==> src/rtl/fsh_pkg.sv <==
package fsh_pkg;

    typedef enum logic {
        SH_LEFT  = 1'b0,
        SH_RIGHT = 1'b1
    } sh_dir_e;

    // Condition field, MSB first: negative, positive, zero, spill-nonzero
    typedef struct packed {
        logic neg;
        logic pos;
        logic zero;
        logic spill;
    } cond_t;

    localparam cond_t COND_RESET = '{neg: 1'b0, pos: 1'b0, zero: 1'b0, spill: 1'b0};

endpackage

==> src/rtl/fsh_rotator.sv <==
module fsh_rotator #(
    parameter int W    = 64,
    parameter int SH_W = $clog2(W)
) (
    input  logic [W-1:0]    din,
    input  logic [SH_W-1:0] amt_left,
    output logic [W-1:0]    dout
);
    // Logarithmic rotate-left: one stage per amount bit
    logic [W-1:0] stage [SH_W+1];

    assign stage[0] = din;

    for (genvar k = 0; k < SH_W; k++) begin : g_stage
        localparam int STEP = 1 << k;
        assign stage[k+1] = amt_left[k]
            ? {stage[k][W-1-STEP:0], stage[k][W-1:W-STEP]}
            : stage[k];
    end

    assign dout = stage[SH_W];
endmodule

==> src/rtl/fsh_cond_reg.sv <==
module fsh_cond_reg
    import fsh_pkg::*;
#(
    parameter int W = 64
) (
    input  logic         clk,
    input  logic         rst,
    input  logic         record,
    input  logic [W-1:0] main_w,
    input  logic [W-1:0] spill_w,
    output cond_t        cond_q
);
    cond_t cond_d;

    always_comb begin
        cond_d.neg   = main_w[W-1];
        cond_d.zero  = (main_w == '0);
        cond_d.pos   = !main_w[W-1] && (main_w != '0);
        cond_d.spill = (spill_w != '0);
    end

    always_ff @(posedge clk) begin
        if (rst)
            cond_q <= COND_RESET;
        else if (record)
            cond_q <= cond_d;
    end


    cond_hold_chk: assert property (@(posedge clk) disable iff (rst)
        !record |=> $stable(cond_q));


    cond_class_chk: assert property (@(posedge clk) disable iff (rst)
        record |=> ($countones({cond_q.neg, cond_q.pos, cond_q.zero}) == 1));


    cond_spill_chk: assert property (@(posedge clk) disable iff (rst)
        record |=> (cond_q.spill == ($past(spill_w) != '0)));
endmodule

==> src/rtl/fsh_unit.sv <==
module fsh_unit
    import fsh_pkg::*;
#(
    parameter int W    = 64,
    parameter int SH_W = $clog2(W)
) (
    input  logic         clk,
    input  logic         rst,
    input  logic [63:0]  op_a,
    input  logic [63:0]  op_b,
    input  logic [63:0]  op_c,
    input  logic         dir_right,
    input  logic         record,
    output logic [63:0]  res_main,
    output logic [63:0]  res_spill,
    output logic [3:0]   cond_q
);
    sh_dir_e         dir;
    logic [SH_W-1:0] shamt;
    logic [SH_W-1:0] rot_amt;
    logic [W-1:0]    rotated;
    logic [W-1:0]    keep_mask;
    cond_t           cond_s;
    logic            unused_hi_b;

    assign dir         = sh_dir_e'(dir_right);
    assign shamt       = op_b[SH_W-1:0];
    assign unused_hi_b = &{1'b0, op_b[W-1:SH_W]};

    // Right rotation by n is a left rotation by W-n (mod W)
    assign rot_amt = (dir == SH_RIGHT) ? ({SH_W{1'b0}} - shamt) : shamt;

    fsh_rotator #(.W(W), .SH_W(SH_W)) u_rot (
        .din      (op_a),
        .amt_left (rot_amt),
        .dout     (rotated)
    );

    // Positions that keep rotated A; the rest come from C
    always_comb begin
        if (dir == SH_RIGHT)
            keep_mask = {W{1'b1}} >> shamt;
        else
            keep_mask = {W{1'b1}} << shamt;
    end

    assign res_main  = (rotated & keep_mask) | (op_c & ~keep_mask);
    assign res_spill = rotated & ~keep_mask;

    fsh_cond_reg #(.W(W)) u_cond (
        .clk     (clk),
        .rst     (rst),
        .record  (record),
        .main_w  (res_main),
        .spill_w (res_spill),
        .cond_q  (cond_s)
    );

    assign cond_q = cond_s;


    zero_shift_chk: assert property (@(posedge clk) disable iff (rst)
        (op_b[SH_W-1:0] == '0) |-> (res_main == op_a && res_spill == '0));


    spill_disjoint_chk: assert property (@(posedge clk) disable iff (rst)
        (res_spill & keep_mask) == '0);


    fill_from_c_chk: assert property (@(posedge clk) disable iff (rst)
        ((res_main ^ op_c) & ~keep_mask) == '0);
endmodule

==> config.mk <==
export PLATFORM = sky130hd
export DESIGN_NAME = fsh_unit
export DESIGN_NICKNAME = d
export VERILOG_FILES = /design/src/rtl/fsh_pkg.sv /design/src/rtl/fsh_rotator.sv /design/src/rtl/fsh_cond_reg.sv /design/src/rtl/fsh_unit.sv
export SDC_FILE = /design/constraint.sdc
export NUM_CORES = 1
export LEC_CHECK = 0
export ABC_AREA = 1
export BUFFER_PORTS_ARGS = -buffer_cell sky130_fd_sc_hd__buf_2
export CAP_MARGIN = 20
export CORE_AREA = 2 2 135 151
export CTS_CLUSTER_SIZE = 20
export DETAILED_ROUTE_END_ITERATION = 12
export DIE_AREA = 0 0 137 153
export PLACE_DENSITY = 0.74
export RECOVER_POWER = 50
export SLEW_MARGIN = 5
export SYNTH_ARGS = -nofsm -noshare
export SYNTH_HDL_FRONTEND = slang
export SYNTH_SLANG_ARGS = --single-unit
export TNS_END_PERCENT = 100
==> constraint.sdc <==
create_clock -name clk -period 2.7 [get_ports clk]
set_input_delay 0.54 -clock clk [delete_from_list [all_inputs] [get_ports clk]]
set_output_delay 0.54 -clock clk [all_outputs]
set_load 0.01 [all_outputs]
==> results of run 1 <==
kinds of logic after synthesis:
group                    Yosys count  synth area share (%)
AO/OA/AOI/OAI                    137                  9.27
XOR/XNOR                           2                 0.327
adder cells (fa/ha/maj)            6                 0.981
buffers and inverters            296                  17.2
flip-flops                         4                  1.05
AND/OR/NAND/NOR                 1198                  71.2
cells in the mapped netlist, drive strengths merged:
master and number:
xor2 2, nand3b 22, o21ai 77, clkinv 2
clkbuf 12, inv 204, o22ai 1, o2111ai 1
nand4 4, ha 6, nor3 6, nand2 460
or2 2, a21oi 58, nor4 3, buf 78
nor2 86, dfxtp 4, nand3 615
routing by layer:
metal  GRT overflow  global-route usage, %
met5              3                   43.2
met2            211                   99.6
met1              2                   84.8
met3              5                   75.6
met4            137                   90.5
metrics by stage:
stage	cell area [µm²]	cells	setup WS, ps
after CTS	15900	2340	-425
after detailed placement	11100	2305	-997
after global placement	11100	2305	-958
after floorplan	8110	1643	-7.16
repair_timing:
action,CTS
hold buffers,0
resized for setup,780
setup endpoints to repair,132
setup buffers,21
cloned,11
pin swaps,167
==> impl_results.md, run 1 <==
* Status: stopped before the end
* Exit stage: global routing (5_1_grt)
* Stop Error: [ERROR GRT-0232] Routing congestion too high. Check the congestion heatmap in the GUI.
* Io pins at 328
* GRT overflow at 358
* Post-GRT worst EP: u_cond.cond_q[2]$_SDFFE_PP0P_/D
* CTS Buf Count at 3
* Syn Area/Cell at 4.66 µm²
* Main area contributors after synthesis: nand3_1 (40%), nand2_1 (22%), inv_1 (9.6%), o21ai_0 (4.6%), nor2_1 (4.1%)
* Kind of the worst endpoint: register input
* CTS root buffer: clkbuf_16
* Post-synthesis cell area at 0.00765 mm²
* H-tree lvl count at 1
* CTS sink cnt at 4
* Clk buf depth at 2
* Die H at 153 µm
* Cells after Synth at 1643
* Die width at 137 µm
* IO Port Bufs at 269
* Yosys warns at 0
* Share of the synthesized area in the top cell type at 39.6%
* Gpl congestion at 1.11
* Unique masters post-synth at 32
* Yosys top cell by area: nand3_1
* FF+latch count, synth at 4
* Hpwl dp at 42.5 mm
* Syn nets at 1845
* Largest net degree at the start of global routing at 69
* Row cnt at 54
* Seq/Total Area, Yosys at 1.05%
* All-Layer GR Usage at 86.8%
* Starting Density at 39.3%
==> run 2: changes to the inputs <==
--- a/config.mk
+++ b/config.mk
@@ -8,11 +8,10 @@
 export ABC_AREA = 1
 export BUFFER_PORTS_ARGS = -buffer_cell sky130_fd_sc_hd__buf_2
 export CAP_MARGIN = 20
-export CORE_AREA = 2 2 135 151
-export CTS_CLUSTER_SIZE = 20
+export CORE_AREA = 2 2 178 180
 export DETAILED_ROUTE_END_ITERATION = 12
-export DIE_AREA = 0 0 137 153
-export PLACE_DENSITY = 0.74
+export DIE_AREA = 0 0 180 182
+export PLACE_DENSITY_LB_ADDON = 0.15
 export RECOVER_POWER = 50
 export SLEW_MARGIN = 5
 export SYNTH_ARGS = -nofsm -noshare
==> constraint.sdc (replaced) <==
create_clock -name clk -period 3.5 [get_ports clk]
set_input_delay 0.7 -clock clk [delete_from_list [all_inputs] [get_ports clk]]
set_output_delay 0.7 -clock clk [all_outputs]
set_load 0.01 [all_outputs]
==> impl_results.md, run 2 <==
* Status: complete, but fails checks
* Failing checks: negative setup slack
* Largest net degree at the start of global routing at 54
* Reg clk slew, reported paths at 30 ps
* Post-synthesis cell area at 0.00765 mm²
* Avg WL per Cell at 22.3 µm
* Sum Neg Setup Slack at -11.2 ps
* Setup Skew at 0 ps
* CP max FO at 53
* Async set-reset flop share out of synthesis at 0%
* Final setup margin at -8.59 ps
* GRT overflow at 0
* Pre-CTS setup slack at -396 ps
* Vias/cell at 5.46
* Final antenna-violating net count at 0
* Number of synthesized flops with an enable pin at 0
* Commonest cells in the netlist: nand3_1 (605), nand2_1 (456), inv_1 (195), nor2_1 (84), o21ai_0 (70)
* CTS sink cnt at 4
* Gpl congestion at 1.04
* Max FFs per register at 4
* First-pass GRT wire length at 74.4 mm
* Initial antenna violation count at 0
* Top cell by count, worst path: nand3_4
* Worst-margin pin slew at 692 ps
* Die H at 182 µm
* Max Fclk at 285 MHz
* Syn Area/Cell at 4.66 µm²
* Worst Setup Start Kind: input pin
* Area of the core at 0.0310 mm²
* Peak supply drop at 0.142 mV
* Unique masters post-synth at 32
* CP delay by family, top: simple AND/OR/NAND/NOR gates
* Die width at 180 µm
* Layout Nets at 2213
* Initial drt markers at 1206
* Share of the synthesized area in the top cell type at 39.6%
* MaxCap Viol Count at 0
* IO Port Bufs at 269
* All-Layer GR Usage at 30.0%
* Pwr/cell area at 309 mW/mm²
* Crit end category: output port
* Leak Pwr at 7.54 nW
* CP max stage cell: o21ai_0
* Row cnt at 65
* Hold_ws at 465 ps
* Critical path type: in2out
* Die area at 0.0328 mm²
* Routed vias at 13200
* Clk buf depth at 2
* Crit path buf inv count at 6
* Unrepaired setup endpoints after global routing: yes
* H-tree lvl count at 1
* CTS root buffer: clkbuf_16
* CP Cell Sequence: buf_8 -> inv_6 -> buf_4 -> buf_12 -> o21ai_0 -> nand2_1 -> nand3_1 -> buf_4 -> nand3_4 -> nand3_4 -> nand3_4 -> nand3b_1 -> nand2_2 -> buf_6
* Yosys warns at 0
* Hold Path Class: reg2reg
* Most frequent cell after synthesis: nand3_1
* CTS Buf Count at 3
* Yosys top cell by area: nand3_1
* Filler cells at 3244
* Final period util at 100%
* Ys flop type: dfxtp_1
* Commonest non-fill, non-tap cell in the layout: nand2_1
* Seq/Total Area, Yosys at 1.05%
* Endpoints failing setup at 3
* FF+latch count, synth at 4
* Number of global-route vias before repair at 12200
* Biggest regs: u_cond.cond_q x4
* Syn nets at 1845
* Hold-fix buffers, CTS at 0
* Most flops, register: u_cond.cond_q
* R2r setup slk at 2690 ps
* First-pass detailed-route iteration total at 5
* Final Hold Fails at 0
* CP required at 2800 ps
* Layout cells sized above 1 at 50.6%
* Antenna Cells at 0
* DRT Wirelength at 53.7 mm
* Commonest non-fill, non-tap cells in the layout: nand2_1 (428), nand3_2 (338), buf_2 (247), inv_1 (184), nand3_4 (153)
* Drt drc at 0
* Slowest stage delay, CP at 490 ps
* Minimum clock period at 3510 ps
* Worst-Skew Late Latency at 230 ps
* Final slew viol count at 0
* Placed cell areas at 0.0104 mm²
* Cells after Synth at 1643
* Final Cell Area at 0.0148 mm²
* Main area contributors after synthesis: nand3_1 (40%), nand2_1 (22%), inv_1 (9.6%), o21ai_0 (4.6%), nor2_1 (4.1%)
* Hpwl dp at 43.6 mm
* Starting Density at 24.7%
* Io pins at 328
* Critical Path AT at 2810 ps
* CTS tree: yes
* Area grow syn2layout at 93.3%
* Slew headroom at 53.4%
[run 2: final cells by class]
class	count	area (µm²)	area share [%]
timing repair inverter	1	6.26	0.0423
sequential	4	80.1	0.541
tap	402	503	3.40
timing repair buffer	452	3320	22.5
multi-input combinational	1343	10000	67.7
clock buffer	3	75.1	0.507
inverter	206	791	5.34
[run 2: worst reg2reg max path, stage by stage, from the launching register on]
cell and delay, ps:
dfxtp_1 310, o21ai_0 90, or2_2 300, inv_1 50
[run 2: through the flow]
stage	std cells	total power [W]	utilization, %
global placement	2377	0.00312	33.5
detailed placement	2377	0.00312	33.5
floorplan	1643	0.00175	-
global route	2411	0.00483	47.7
CTS	2389	0.00367	38.4
finish	2411	0.00457	47.7
[run 2: cells by family (layout without fill, tap and decap cells)]
kind of cell               after synthesis  in the layout  synth area share (%)
DFF                                      4              4                  1.05
xor gates and xnor gates                 2              2                 0.327
and+or+nand+nor                       1198           1198                  71.2
buffers and inverters                  296            662                  17.2
adders and majority gates                6              6                 0.981
AOI/OAI and AO/OA                      137            137                  9.27
[run 2: power breakdown]
part	switching, W	leakage [nW]	internal, W
registers	0.00000176	0.0332	0.0000494
clock network	0.0000332	0.0370	0.000146
logic	0.00275	7.47	0.00159
[run 2: timing repair]
item / 4_1_cts / 5_1_grt
setup endpoints to repair: 130 / 131
gates cloned: 3 / 7
buffers inserted: 6 / 17
pin swaps: 21 / 117
gates resized for setup: 264 / 498
[run 2: final timing paths]
| path | startpoint | endpoint | depth (start not counted) |
|---|---|---|---|
| worst max-delay path | op_b[0] | res_main[41] | 14 |
| worst max register to register | u_cond.cond_q[3] | u_cond.cond_q[3] | 3 |
| worst min-delay path | u_cond.cond_q[2] | u_cond.cond_q[2] | 2 |
| worst min register to register | u_cond.cond_q[2] | u_cond.cond_q[2] | 2 |
[run 2: layer usage]
layer | vias to the layer above | routed length [µm] | GRT usage [%]
met5 | - | 0 | 0
met4 | 0 | 2930 | 11.1
met3 | 143 | 3750 | 5.07
met2 | 607 | 25200 | 52.0
met1 | 6169 | 21800 | 37.0
li1 | 6249 | - | -
No activity file was read; power rests on OpenSTA's default activity.
==> run 3: changes to the inputs <==
--- a/config.mk
+++ b/config.mk
@@ -8,9 +8,9 @@
 export ABC_AREA = 1
 export BUFFER_PORTS_ARGS = -buffer_cell sky130_fd_sc_hd__buf_2
 export CAP_MARGIN = 20
-export CORE_AREA = 2 2 178 180
+export CORE_AREA = 2 2 161 163
 export DETAILED_ROUTE_END_ITERATION = 12
-export DIE_AREA = 0 0 180 182
+export DIE_AREA = 0 0 163 165
 export PLACE_DENSITY_LB_ADDON = 0.15
 export RECOVER_POWER = 50
 export SLEW_MARGIN = 5
==> impl_results.md, run 3 (synthesis gave the netlist of run 2 again) <==
* Pwr/cell area at 309 mW/mm²
* Critical path type: in2out
* CTS sink cnt at 4
* Max Fclk at 284 MHz
* Final slew viol count at 0
* Avg WL per Cell at 22.7 µm
* CP required at 2800 ps
* Drt drc at 0
* Layout Nets at 2247
* CP max FO at 6
* GRT overflow at 0
* Die area at 0.0269 mm²
* Worst-Skew Late Latency at 220 ps
* Die width at 163 µm
* Status: complete, but fails checks
* H-tree lvl count at 1
* CTS Buf Count at 3
* Worst Setup Start Kind: input pin
* Gpl congestion at 1.05
* Io pins at 328
* Failing checks: negative setup slack
* Hpwl dp at 42.6 mm
* Routed vias at 13600
* Final antenna-violating net count at 0
* Initial drt markers at 1460
* DRT Wirelength at 53.8 mm
* Unrepaired setup endpoints after global routing: yes
* Area of the core at 0.0250 mm²
* All-Layer GR Usage at 36.3%
* Setup Skew at 0 ps
* Minimum clock period at 3520 ps
* First-pass GRT wire length at 73.3 mm
* Peak supply drop at 0.398 mV
* Max FFs per register at 4
* Final Hold Fails at 0
* MaxCap Viol Count at 0
* Final setup margin at -20.9 ps
* Initial antenna violation count at 0
* Vias/cell at 5.71
* IO Port Bufs at 269
* Pre-CTS setup slack at -332 ps
* Crit end category: output port
* Final Cell Area at 0.0148 mm²
* Largest net degree at the start of global routing at 56
* Area grow syn2layout at 93.5%
* Final period util at 101%
* Hold_ws at 473 ps
* Placed cell areas at 0.0106 mm²
* Commonest non-fill, non-tap cells in the layout: nand2_1 (431), nand3_2 (345), buf_2 (258), inv_1 (190), buf_4 (164)
* Layout cells sized above 1 at 50.8%
* Number of global-route vias before repair at 12100
* Leak Pwr at 7.70 nW
* Slew headroom at 63.4%
* Biggest regs: u_cond.cond_q x4
* Worst-margin pin slew at 543 ps
* First-pass detailed-route iteration total at 5
* CTS root buffer: clkbuf_16
* Hold Path Class: reg2reg
* Commonest non-fill, non-tap cell in the layout: nand2_1
* Starting Density at 30.6%
* Critical Path AT at 2820 ps
* Most flops, register: u_cond.cond_q
* Endpoints failing setup at 9
* Reg clk slew, reported paths at 30 ps
* Clk buf depth at 2
* Row cnt at 58
* CTS tree: yes
* Die H at 165 µm
run 3: report_power, final:
group	switching (W)	internal, W	total [W]
clock network	0.0000308	0.000146	0.000177
logic	0.00276	0.00160	0.00435
registers	0.00000182	0.0000494	0.0000512
total	0.00279	0.00179	0.00458
run 3: repair_timing:
action                                  4_1_cts  5_1_grt
pin swaps                                    15       56
hold buffers                                  0        0
hold endpoints to repair                      0        0
gates resized for setup                     293      417
gates cloned                                  3       12
setup buffers                                 3        8
endpoints found under the setup margin      131      131
run 3: worst max-delay path, stage by stage:
cell	delay, ps
buf_8	80
inv_6	30
ha_4	160
ha_4	270
nand2_4	50
o21ai_4	170
clkinv_4	100
buf_12	170
clkbuf_16	170
nand3_2	100
nand3_1	180
nand3_2	150
nand3_1	120
nand3_1	110
nand2_1	90
buf_2	160
run 3: final cells by class:
class | instances | area [µm²]
flip-flops and latches | 4 | 80.1
repair buffers | 486 | 3590
repair inverters | 1 | 11.3
fillers | 2500 | 10200
diodes | 1 | 2.50
multi-input cells | 1343 | 9840
well taps | 330 | 413
inverters | 206 | 791
clock buffers | 3 | 75.1
run 3: stage by stage:
stage / setup TNS [ps] / std cells / total power, W / utilization (%)
final: -98.1 / 2374 / 0.00458 / 59.1
after floorplan: 0 / 1643 / 0.00175 / -
after global placement: -19260 / 2346 / 0.00317 / 42.4
after CTS: -1770 / 2355 / 0.00376 / 48.8
after detailed placement: -20910 / 2346 / 0.00317 / 42.4
after global routing: -2510 / 2373 / 0.00481 / 59.1
run 3: worst paths after layout:
| path | cells past startpoint | slack, ps | end | from |
|---|---|---|---|---|
| min | 2 | 470 | u_cond.cond_q[2] | u_cond.cond_q[2] |
| min reg2reg | 2 | 470 | u_cond.cond_q[2] | u_cond.cond_q[2] |
| max reg2reg | 3 | 2710 | u_cond.cond_q[3] | u_cond.cond_q[3] |
| max | 16 | -20 | res_main[38] | op_b[0] |
run 3: layer usage:
layer | wire length, µm | part of all wire [%] | vias up | global-route usage (%)
li1 | - | - | 6299 | -
met3 | 4630 | 8.6 | 152 | 4.02
met4 | 2770 | 5.1 | 0 | 12.9
met2 | 24700 | 46 | 746 | 61.2
met5 | 0 | 0 | - | 0
met1 | 21700 | 40 | 6370 | 47.9
